`src/rtl/pwr_mode_pkg.sv`:
```
// Shared types and per-state policy for the low-power sequencer.
// Assumes cause bit layout: 0 rtc, 1 rtt, 2 wake pin, 3 security pin,
// 7:4 backup I/O, 8 any GPIO, 9 USB resume, 10 interrupt.
package pwr_mode_pkg;

    typedef enum logic [2:0] {
        PM_BACKUP    = 3'd0,
        PM_BACKUP_SR = 3'd1,
        PM_ULP2      = 3'd2,
        PM_ULP1      = 3'd3,
        PM_ULP0      = 3'd4,
        PM_IDLE      = 3'd5
    } pm_mode_e;

    typedef enum logic [1:0] {
        PH_RUN      = 2'd0,
        PH_SR_ENTRY = 2'd1,
        PH_SLEEP    = 2'd2,
        PH_SR_EXIT  = 2'd3
    } pm_phase_e;

    typedef enum logic [1:0] {
        OVR_NONE = 2'd0,
        OVR_RC   = 2'd1,
        OVR_SLOW = 2'd2
    } clk_ovr_e;

    localparam int N_BKIO   = 4;
    localparam int EXT_W    = 6 + N_BKIO;
    localparam int CAUSE_W  = EXT_W + 1;
    localparam int IRQ_BIT  = EXT_W;

    localparam logic [CAUSE_W-1:0] MASK_BACKUP = 11'b000_1111_1111;
    localparam logic [CAUSE_W-1:0] MASK_ULP    = 11'b011_0000_0011;
    localparam logic [CAUSE_W-1:0] MASK_LIGHT  = 11'b100_0000_0000;

    // True for the states that need DRAM in self-refresh.
    function automatic logic needs_sr(input pm_mode_e m);
        return (m == PM_BACKUP) || (m == PM_BACKUP_SR) ||
               (m == PM_ULP2)   || (m == PM_ULP1);
    endfunction

    // True for the states whose sources are sampled on the slow tick.
    function automatic logic tick_sampled(input pm_mode_e m);
        return (m == PM_BACKUP) || (m == PM_BACKUP_SR);
    endfunction

    // Wake-source mask per state.
    function automatic logic [CAUSE_W-1:0] wake_mask(input pm_mode_e m);
        logic [CAUSE_W-1:0] r;
        case (m)
            PM_BACKUP, PM_BACKUP_SR: r = MASK_BACKUP;
            PM_ULP2, PM_ULP1:        r = MASK_ULP;
            default:                 r = MASK_LIGHT;
        endcase
        return r;
    endfunction

endpackage

```
`src/rtl/pwr_wake_filter.sv`:
```
// Wake filter: synchronizes external sources, masks them by the armed
// state and gates tick-sampled states with slow_tick.
// Assumes irq inputs are already in the clk domain; slow_tick is a pulse.
module pwr_wake_filter
    import pwr_mode_pkg::*;
#(
    parameter int SYNC_STAGES = 2
) (
    input  logic               clk,
    input  logic               rst_n,
    input  logic               armed,
    input  pm_mode_e           mode,
    input  logic               slow_tick,
    input  logic [EXT_W-1:0]   ext_raw,
    input  logic               irq_hit,
    output logic [CAUSE_W-1:0] qual,
    output logic               wake
);
    logic [EXT_W-1:0] sync_q [SYNC_STAGES];
    logic [EXT_W-1:0] ext_gated;
    logic [CAUSE_W-1:0] raw_all;

    // First synchronizer stage captures the asynchronous sources.
    always_ff @(posedge clk) begin
        if (!rst_n) sync_q[0] <= '0;
        else        sync_q[0] <= ext_raw;
    end

    for (genvar s = 1; s < SYNC_STAGES; s++) begin : g_sync
        // Further synchronizer stages.
        always_ff @(posedge clk) begin
            if (!rst_n) sync_q[s] <= '0;
            else        sync_q[s] <= sync_q[s-1];
        end
    end

    // Tick gating for backup states, masking and arming.
    always_comb begin
        ext_gated = sync_q[SYNC_STAGES-1];
        if (tick_sampled(mode) && !slow_tick) ext_gated = '0;
        raw_all = {irq_hit, ext_gated};
        qual    = armed ? (raw_all & wake_mask(mode)) : '0;
        wake    = |qual;
    end
endmodule

```
`src/rtl/pwr_seq_fsm.sv`:
```
// Entry/exit sequencer: accepts requests in run, handles the DRAM
// self-refresh handshake, sleeps, aborts or exits on wake.
// Assumes sr_ack follows sr_req as a four-phase handshake.
module pwr_seq_fsm
    import pwr_mode_pkg::*;
(
    input  logic      clk,
    input  logic      rst_n,
    input  logic      req_valid,
    input  logic [1:0] req_sel,
    input  logic      wfi,
    input  logic      wfi_deep,
    input  logic      wake,
    input  logic      sr_ack,
    output pm_phase_e phase,
    output pm_mode_e  target,
    output logic      sr_req,
    output logic      seq_start,
    output logic      sleep_exit
);
    pm_phase_e phase_d;
    pm_mode_e  target_d;

    // Next-phase and target selection.
    always_comb begin
        phase_d  = phase;
        target_d = target;
        unique case (phase)
            PH_RUN: begin
                if (req_valid) begin
                    target_d = pm_mode_e'({1'b0, req_sel});
                    phase_d  = PH_SR_ENTRY;
                end else if (wfi) begin
                    target_d = wfi_deep ? PM_ULP0 : PM_IDLE;
                    phase_d  = PH_SLEEP;
                end
            end
            PH_SR_ENTRY: begin
                if (wake)        phase_d = PH_SR_EXIT;
                else if (sr_ack) phase_d = PH_SLEEP;
            end
            PH_SLEEP: begin
                if (wake) phase_d = needs_sr(target) ? PH_SR_EXIT : PH_RUN;
            end
            PH_SR_EXIT: begin
                if (!sr_ack) phase_d = PH_RUN;
            end
            default: phase_d = PH_RUN;
        endcase
    end

    // Phase and target registers.
    always_ff @(posedge clk) begin
        if (!rst_n) begin
            phase  <= PH_RUN;
            target <= PM_IDLE;
        end else begin
            phase  <= phase_d;
            target <= target_d;
        end
    end

    // Handshake and event strobes.
    always_comb begin
        sr_req     = (phase == PH_SR_ENTRY) ||
                     ((phase == PH_SLEEP) && needs_sr(target));
        seq_start  = (phase == PH_RUN) && (req_valid || wfi);
        sleep_exit = (phase == PH_SLEEP) && wake;
    end
endmodule

```
`src/rtl/pwr_wake_cause.sv`:
```
// Sticky wake-cause register: latches the qualifying sources of the
// first wake while empty; bits clear on write-1, a latch wins a clear.
module pwr_wake_cause
    import pwr_mode_pkg::*;
(
    input  logic               clk,
    input  logic               rst_n,
    input  logic               wake,
    input  logic [CAUSE_W-1:0] qual,
    input  logic [CAUSE_W-1:0] clr,
    output logic [CAUSE_W-1:0] cause
);
    logic [CAUSE_W-1:0] cause_d;

    // Clear then conditionally latch.
    always_comb begin
        cause_d = cause & ~clr;
        if (wake && (cause == '0)) cause_d = cause_d | qual;
    end

    // Cause storage.
    always_ff @(posedge clk) begin
        if (!rst_n) cause <= '0;
        else        cause <= cause_d;
    end
endmodule

```
`src/rtl/pwr_out_dec.sv`:
```
// Output decode: supply enables and clock gate from phase and target,
// plus the clock-source override held from a wake until the next entry.
module pwr_out_dec
    import pwr_mode_pkg::*;
(
    input  logic      clk,
    input  logic      rst_n,
    input  pm_phase_e phase,
    input  pm_mode_e  mode,
    input  logic      seq_start,
    input  logic      sleep_exit,
    output logic      sup_core_en,
    output logic      sup_cpu_en,
    output logic      sup_dram_io_en,
    output logic      cpu_clk_en,
    output logic      cpu_release,
    output logic      main_osc_rc,
    output logic      bus_clk_slow
);
    clk_ovr_e ovr;
    logic     in_sleep;

    // Supply and clock gating per sleep state.
    always_comb begin
        in_sleep       = (phase == PH_SLEEP);
        sup_core_en    = !(in_sleep && tick_sampled(mode));
        sup_dram_io_en = !(in_sleep && (mode == PM_BACKUP));
        sup_cpu_en     = !(in_sleep && (tick_sampled(mode) || mode == PM_ULP2));
        cpu_clk_en     = !(in_sleep && needs_sr(mode));
        cpu_release    = (phase == PH_RUN);
        main_osc_rc    = (ovr == OVR_RC);
        bus_clk_slow   = (ovr == OVR_SLOW);
    end

    // Clock-source override register.
    always_ff @(posedge clk) begin
        if (!rst_n)          ovr <= OVR_NONE;
        else if (seq_start)  ovr <= OVR_NONE;
        else if (sleep_exit) begin
            if (needs_sr(mode))       ovr <= OVR_RC;
            else if (mode == PM_ULP0) ovr <= OVR_SLOW;
            else                      ovr <= OVR_NONE;
        end
    end
endmodule

```
`src/rtl/pwr_mode_seq.sv`:
```
// Top: low-power mode sequencer with per-state wake arbitration.
// Assumes all inputs except the wake sources are in the clk domain.
module pwr_mode_seq
    import pwr_mode_pkg::*;
#(
    parameter int SYNC_STAGES = 2,
    parameter int N_GPIO      = 8,
    parameter int N_IRQ       = 16
) (
    input  logic              clk,
    input  logic              rst_n,
    input  logic              slow_tick,
    input  logic              mode_req_valid,
    input  logic [1:0]        mode_req_sel,
    input  logic              cpu_wfi,
    input  logic              wfi_deep,
    input  logic              rtc_alarm,
    input  logic              rtt_alarm,
    input  logic              wake_pin,
    input  logic              sec_wake_pin,
    input  logic [3:0]        bkio_pin,
    input  logic [N_GPIO-1:0] gpio_wake,
    input  logic              usb_resume,
    input  logic [N_IRQ-1:0]  irq_pending,
    input  logic [N_IRQ-1:0]  irq_en,
    input  logic              sr_ack,
    input  logic [10:0]       cause_clr,
    output logic              sup_core_en,
    output logic              sup_cpu_en,
    output logic              sup_dram_io_en,
    output logic              cpu_clk_en,
    output logic              cpu_release,
    output logic              sr_req,
    output logic              main_osc_rc,
    output logic              bus_clk_slow,
    output logic [10:0]       wake_cause,
    output logic [1:0]        pm_phase,
    output logic [2:0]        sleep_mode,
    output logic              busy
);
    pm_phase_e          phase;
    pm_mode_e           target;
    logic               wake;
    logic               seq_start;
    logic               sleep_exit;
    logic [CAUSE_W-1:0] qual;
    logic [EXT_W-1:0]   ext_raw;
    logic               irq_hit;
    logic               armed;

    // Source gathering in cause-bit order.
    always_comb begin
        ext_raw = {usb_resume, |gpio_wake, bkio_pin, sec_wake_pin,
                   wake_pin, rtt_alarm, rtc_alarm};
        irq_hit = |(irq_pending & irq_en);
        armed   = (phase == PH_SR_ENTRY) || (phase == PH_SLEEP);
    end

    pwr_wake_filter #(.SYNC_STAGES(SYNC_STAGES)) u_filt (
        .clk(clk), .rst_n(rst_n), .armed(armed), .mode(target),
        .slow_tick(slow_tick), .ext_raw(ext_raw), .irq_hit(irq_hit),
        .qual(qual), .wake(wake)
    );

    pwr_seq_fsm u_fsm (
        .clk(clk), .rst_n(rst_n), .req_valid(mode_req_valid),
        .req_sel(mode_req_sel), .wfi(cpu_wfi), .wfi_deep(wfi_deep),
        .wake(wake), .sr_ack(sr_ack), .phase(phase), .target(target),
        .sr_req(sr_req), .seq_start(seq_start), .sleep_exit(sleep_exit)
    );

    pwr_wake_cause u_cause (
        .clk(clk), .rst_n(rst_n), .wake(wake), .qual(qual),
        .clr(cause_clr), .cause(wake_cause)
    );

    pwr_out_dec u_out (
        .clk(clk), .rst_n(rst_n), .phase(phase), .mode(target),
        .seq_start(seq_start), .sleep_exit(sleep_exit),
        .sup_core_en(sup_core_en), .sup_cpu_en(sup_cpu_en),
        .sup_dram_io_en(sup_dram_io_en), .cpu_clk_en(cpu_clk_en),
        .cpu_release(cpu_release), .main_osc_rc(main_osc_rc),
        .bus_clk_slow(bus_clk_slow)
    );

    // Status outputs.
    always_comb begin
        pm_phase   = phase;
        sleep_mode = target;
        busy       = (phase != PH_RUN);
    end
endmodule

```
`config.mk`:
```
export PLATFORM = sky130hd
export DESIGN_NAME = pwr_mode_seq
export DESIGN_NICKNAME = d
export VERILOG_FILES = /design/src/rtl/pwr_mode_pkg.sv /design/src/rtl/pwr_wake_filter.sv /design/src/rtl/pwr_seq_fsm.sv /design/src/rtl/pwr_wake_cause.sv /design/src/rtl/pwr_out_dec.sv /design/src/rtl/pwr_mode_seq.sv
export SDC_FILE = /design/constraint.sdc
export NUM_CORES = 1
export LEC_CHECK = 0
export ABC_CLOCK_PERIOD_IN_PS = 3900
export BUFFER_PORTS_ARGS = -buffer_cell sky130_fd_sc_hd__buf_2
export CORE_AREA = 2 2 68 70
export CTS_BUF_LIST = sky130_fd_sc_hd__clkbuf_16
export DETAILED_ROUTE_END_ITERATION = 16
export DIE_AREA = 0 0 70 72
export PLACE_DENSITY = 0.75
export SLEW_MARGIN = 20
export SYNTH_ARGS = -nofsm -noshare
export SYNTH_HDL_FRONTEND = slang
export SYNTH_HIERARCHICAL = 1
export SYNTH_SLANG_ARGS = --single-unit
export TNS_END_PERCENT = 50
```
`constraint.sdc`:
```
create_clock -name clk -period 3.9 [get_ports clk]
set_clock_uncertainty 0.1 [all_clocks]
set_input_delay 0.195 -clock clk [delete_from_list [all_inputs] [get_ports clk]]
set_output_delay 0.195 -clock clk [all_outputs]
set_load 0.005 [all_outputs]
```
==> results.yml <==
run_status:
  status: "complete, no violations"
place:
  dpl.hpwl_um: 3090
  gp_congestion: 0.757
  placed_cell_area_um2: 2290
  port_buffers: 93
layout:
  syn_to_final_growth_pct: 37.6
  fin_nets: 354
  fin_util_pct: 58.3
  drive_gt1_share_pct: 44.2
  final_area_um2: 2490
  diodes: 0
setup_path:
  critPathTopFamily: "simple AND/OR/NAND/NOR gates"
  slowest_delay_ns: 0.56
  path_class: "reg -> reg"
  arrival_ns: 3.06
  worstPathCellList: "inv_1, ha_1, nor2b_1, o221ai_1, o211ai_1, nor4b_2, nand4_1, o21ai_0"
  worstPathMaxFanout: 15
  startpoint_type: "flip-flop"
  crit_buf_inv: 1
  worstSetupEndpointType: "flip-flop"
  slowest_stage: "dfxtp_1"
  critPathRequiredTime_ns: 3.99
sta:
  hold_viol: 0
  maxSlewViolCount: 0
  setup_viol: 0
  rsz0062_at_grt: "no"
  clock.fmax_ghz: 0.337
  worst_hold_slack_ns: 0.0170
  period_share_pct: 76.1
  relSlewSlack_pct: 57.2
  fin_crit_ns: 2.97
  max_slew.worst_pin.slew_ns: 0.640
  setup_tns_ns: 0
clock_tree:
  ctsResizeCount: 0
  post-cts-setup-buffers: 0
  cts-buffers-inserted: 5
  clock_latency_ns: 0.28
  clock_sinks: 38
  clock_tree.root_cell: "clkbuf_16"
  hold_buffers: 0
  cts_tree: "yes"
  path_clk_slew_ns: 0.06
  clockBufferDepth: 2
  htreeDepth: 2
routing:
  first_pass_iters: 4
  drt_iter0_markers: 42
  wl_met3_um: 396
  drcViolationCount: 0
  vias: 1647
  wl_met2_um: 1890
  wl_per_cell_um: 11.8
  antenna_left: 0
  wirelength_um: 3980
  vias_per_cell: 4.89
  top_layer: "met4"
  met1_length_um: 1620
synthesis:
  synth_warnings: 6
  syn_area_um2: 1810
  avgSynthCellArea_um2: 9.51
  yosysMostFrequentCell: "dfxtp_1"
  syn_inst: 190
  ys_top_cells_by_count: "38 x dfxtp_1, 28 x and2_1, 17 x inv_1, 11 x nand3b_1, 10 x o21ai_2"
  yosys-top-cells-area: "dfxtp_1 42%, and2_1 9.7%, o21ai_2 4.8%, nand3b_1 4.6%, inv_1 3.5%"
  synth_cell_type_count: 51
  synth_flop_cell: "dfxtp_1"
  synth_top_area_share_pct: 42.1
  synth-seq-cells: 38
  synth_edf_count: 0
  syn_nets: 260
  synth-seq-area-share_pct: 42.1
  synthArstFlopShare_pct: 0
  synth_top_area_cell: "dfxtp_1"
power_and_ir_drop:
  powerDensity_nw_per_um2: 538
  ir_drop_mv: 0.360
  internal-power_mw: 0.965
  power_frac_seq_pct: 35.4
  p_sw_share_pct: 27.9
  total_power_mw: 1.34
  power_frac_comb_pct: 25.9
  power.switching_mw: 0.373
  leakage_nw: 1.15
  p_clk_share_pct: 38.6
job:
  maxCapViolCount: 0
grt:
  overflow: 0
  grtUsageTotal_pct: 16.3
  grt_pass1_wl_um: 6590
  antenna_found_initial: 0
  grt_pass1_vias: 1534
  grt_max_degree: 39
floorplan:
  rows: 24
  core_um2: 4260
  ios: 94
  initial_core_util_pct: 42.4
  die_y_um: 72
  dieArea_um2: 5040
  dieWidth_um: 70
worst_hold_path:
  min-delay-path-class: "in -> reg"
[layout by cell type (no fill, tap or decap), types with 5 or more instances in the layout]
| cell | netlist | layout |
|---|---|---|
| nand3b_1 | 11 | 11 |
| buf_2 | 0 | 93 |
| nor2_1 | 8 | 8 |
| inv_1 | 17 | 17 |
| o21ai_2 | 10 | 10 |
| clkbuf_16 | 0 | 5 |
| o21ai_0 | 5 | 5 |
| dfxtp_1 | 38 | 38 |
| and2_1 | 28 | 28 |
[power groups by stage]
stage	registers, mW	logic, mW	clock network [mW]
after floorplan	0.461	0.266	0
after global placement	0.480	0.342	0
after detailed placement	0.482	0.346	0
after CTS	0.474	0.349	0.525
after global routing	0.483	0.393	0.546
final	0.474	0.347	0.517
[registers in the layout, summed over array words and instances (netlist names)]
| register | cells |
|---|---|
| u_filt/sync_q | 20 |
| u_cause/cause | 11 |
| u_fsm/target | 3 |
| u_fsm/phase | 2 |
| u_out/ovr | 2 |
[area by class of cell]
type | count | area (um2)
Fill cell | 393 | 1780
Multi-Input combinational cell | 128 | 933
Sequential cell | 38 | 761
Timing Repair Buffer | 93 | 465
Clock buffer | 5 | 125
Clock inverter | 3 | 68.8
Inverter | 18 | 67.6
Tap cell | 52 | 65.1
[worst paths after layout]
check | startpoint | end | slack (ns) | depth (start not counted)
max | u_fsm/phase[0] | u_cause/cause[4] | 0.93 | 8
min reg2reg | u_filt/sync_q[0][8] | u_filt/sync_q[1][8] | 0.33 | 1
max reg2reg | u_fsm/phase[0] | u_cause/cause[4] | 0.93 | 8
min | sec_wake_pin | u_filt/sync_q[0][3] | 0.02 | 2
[per-layer routing]
layer  vias up  global-route usage, %
li1        846                      -
met1       717                   18.4
met2        77                   29.1
met3         7                   4.58
met4         0                   6.41
met5         -                      0
[logic make-up after synthesis]
logic type / after synthesis / share of synthesized area (%)
simple gates: 85 / 31.2
mux: 1 / 0.554
fa+ha+maj: 1 / 0.692
compound gates: 41 / 19.3
flops: 38 / 42.1
buf+inv: 24 / 6.23
[metrics by stage]
stage,instances,worst slack (ns)
after detailed placement,329,0.953
after CTS,337,0.929
after global routing,337,0.501
after global placement,329,1.05
after floorplan,190,1.75
final,337,0.932
(Power assumes the default switching activity.)
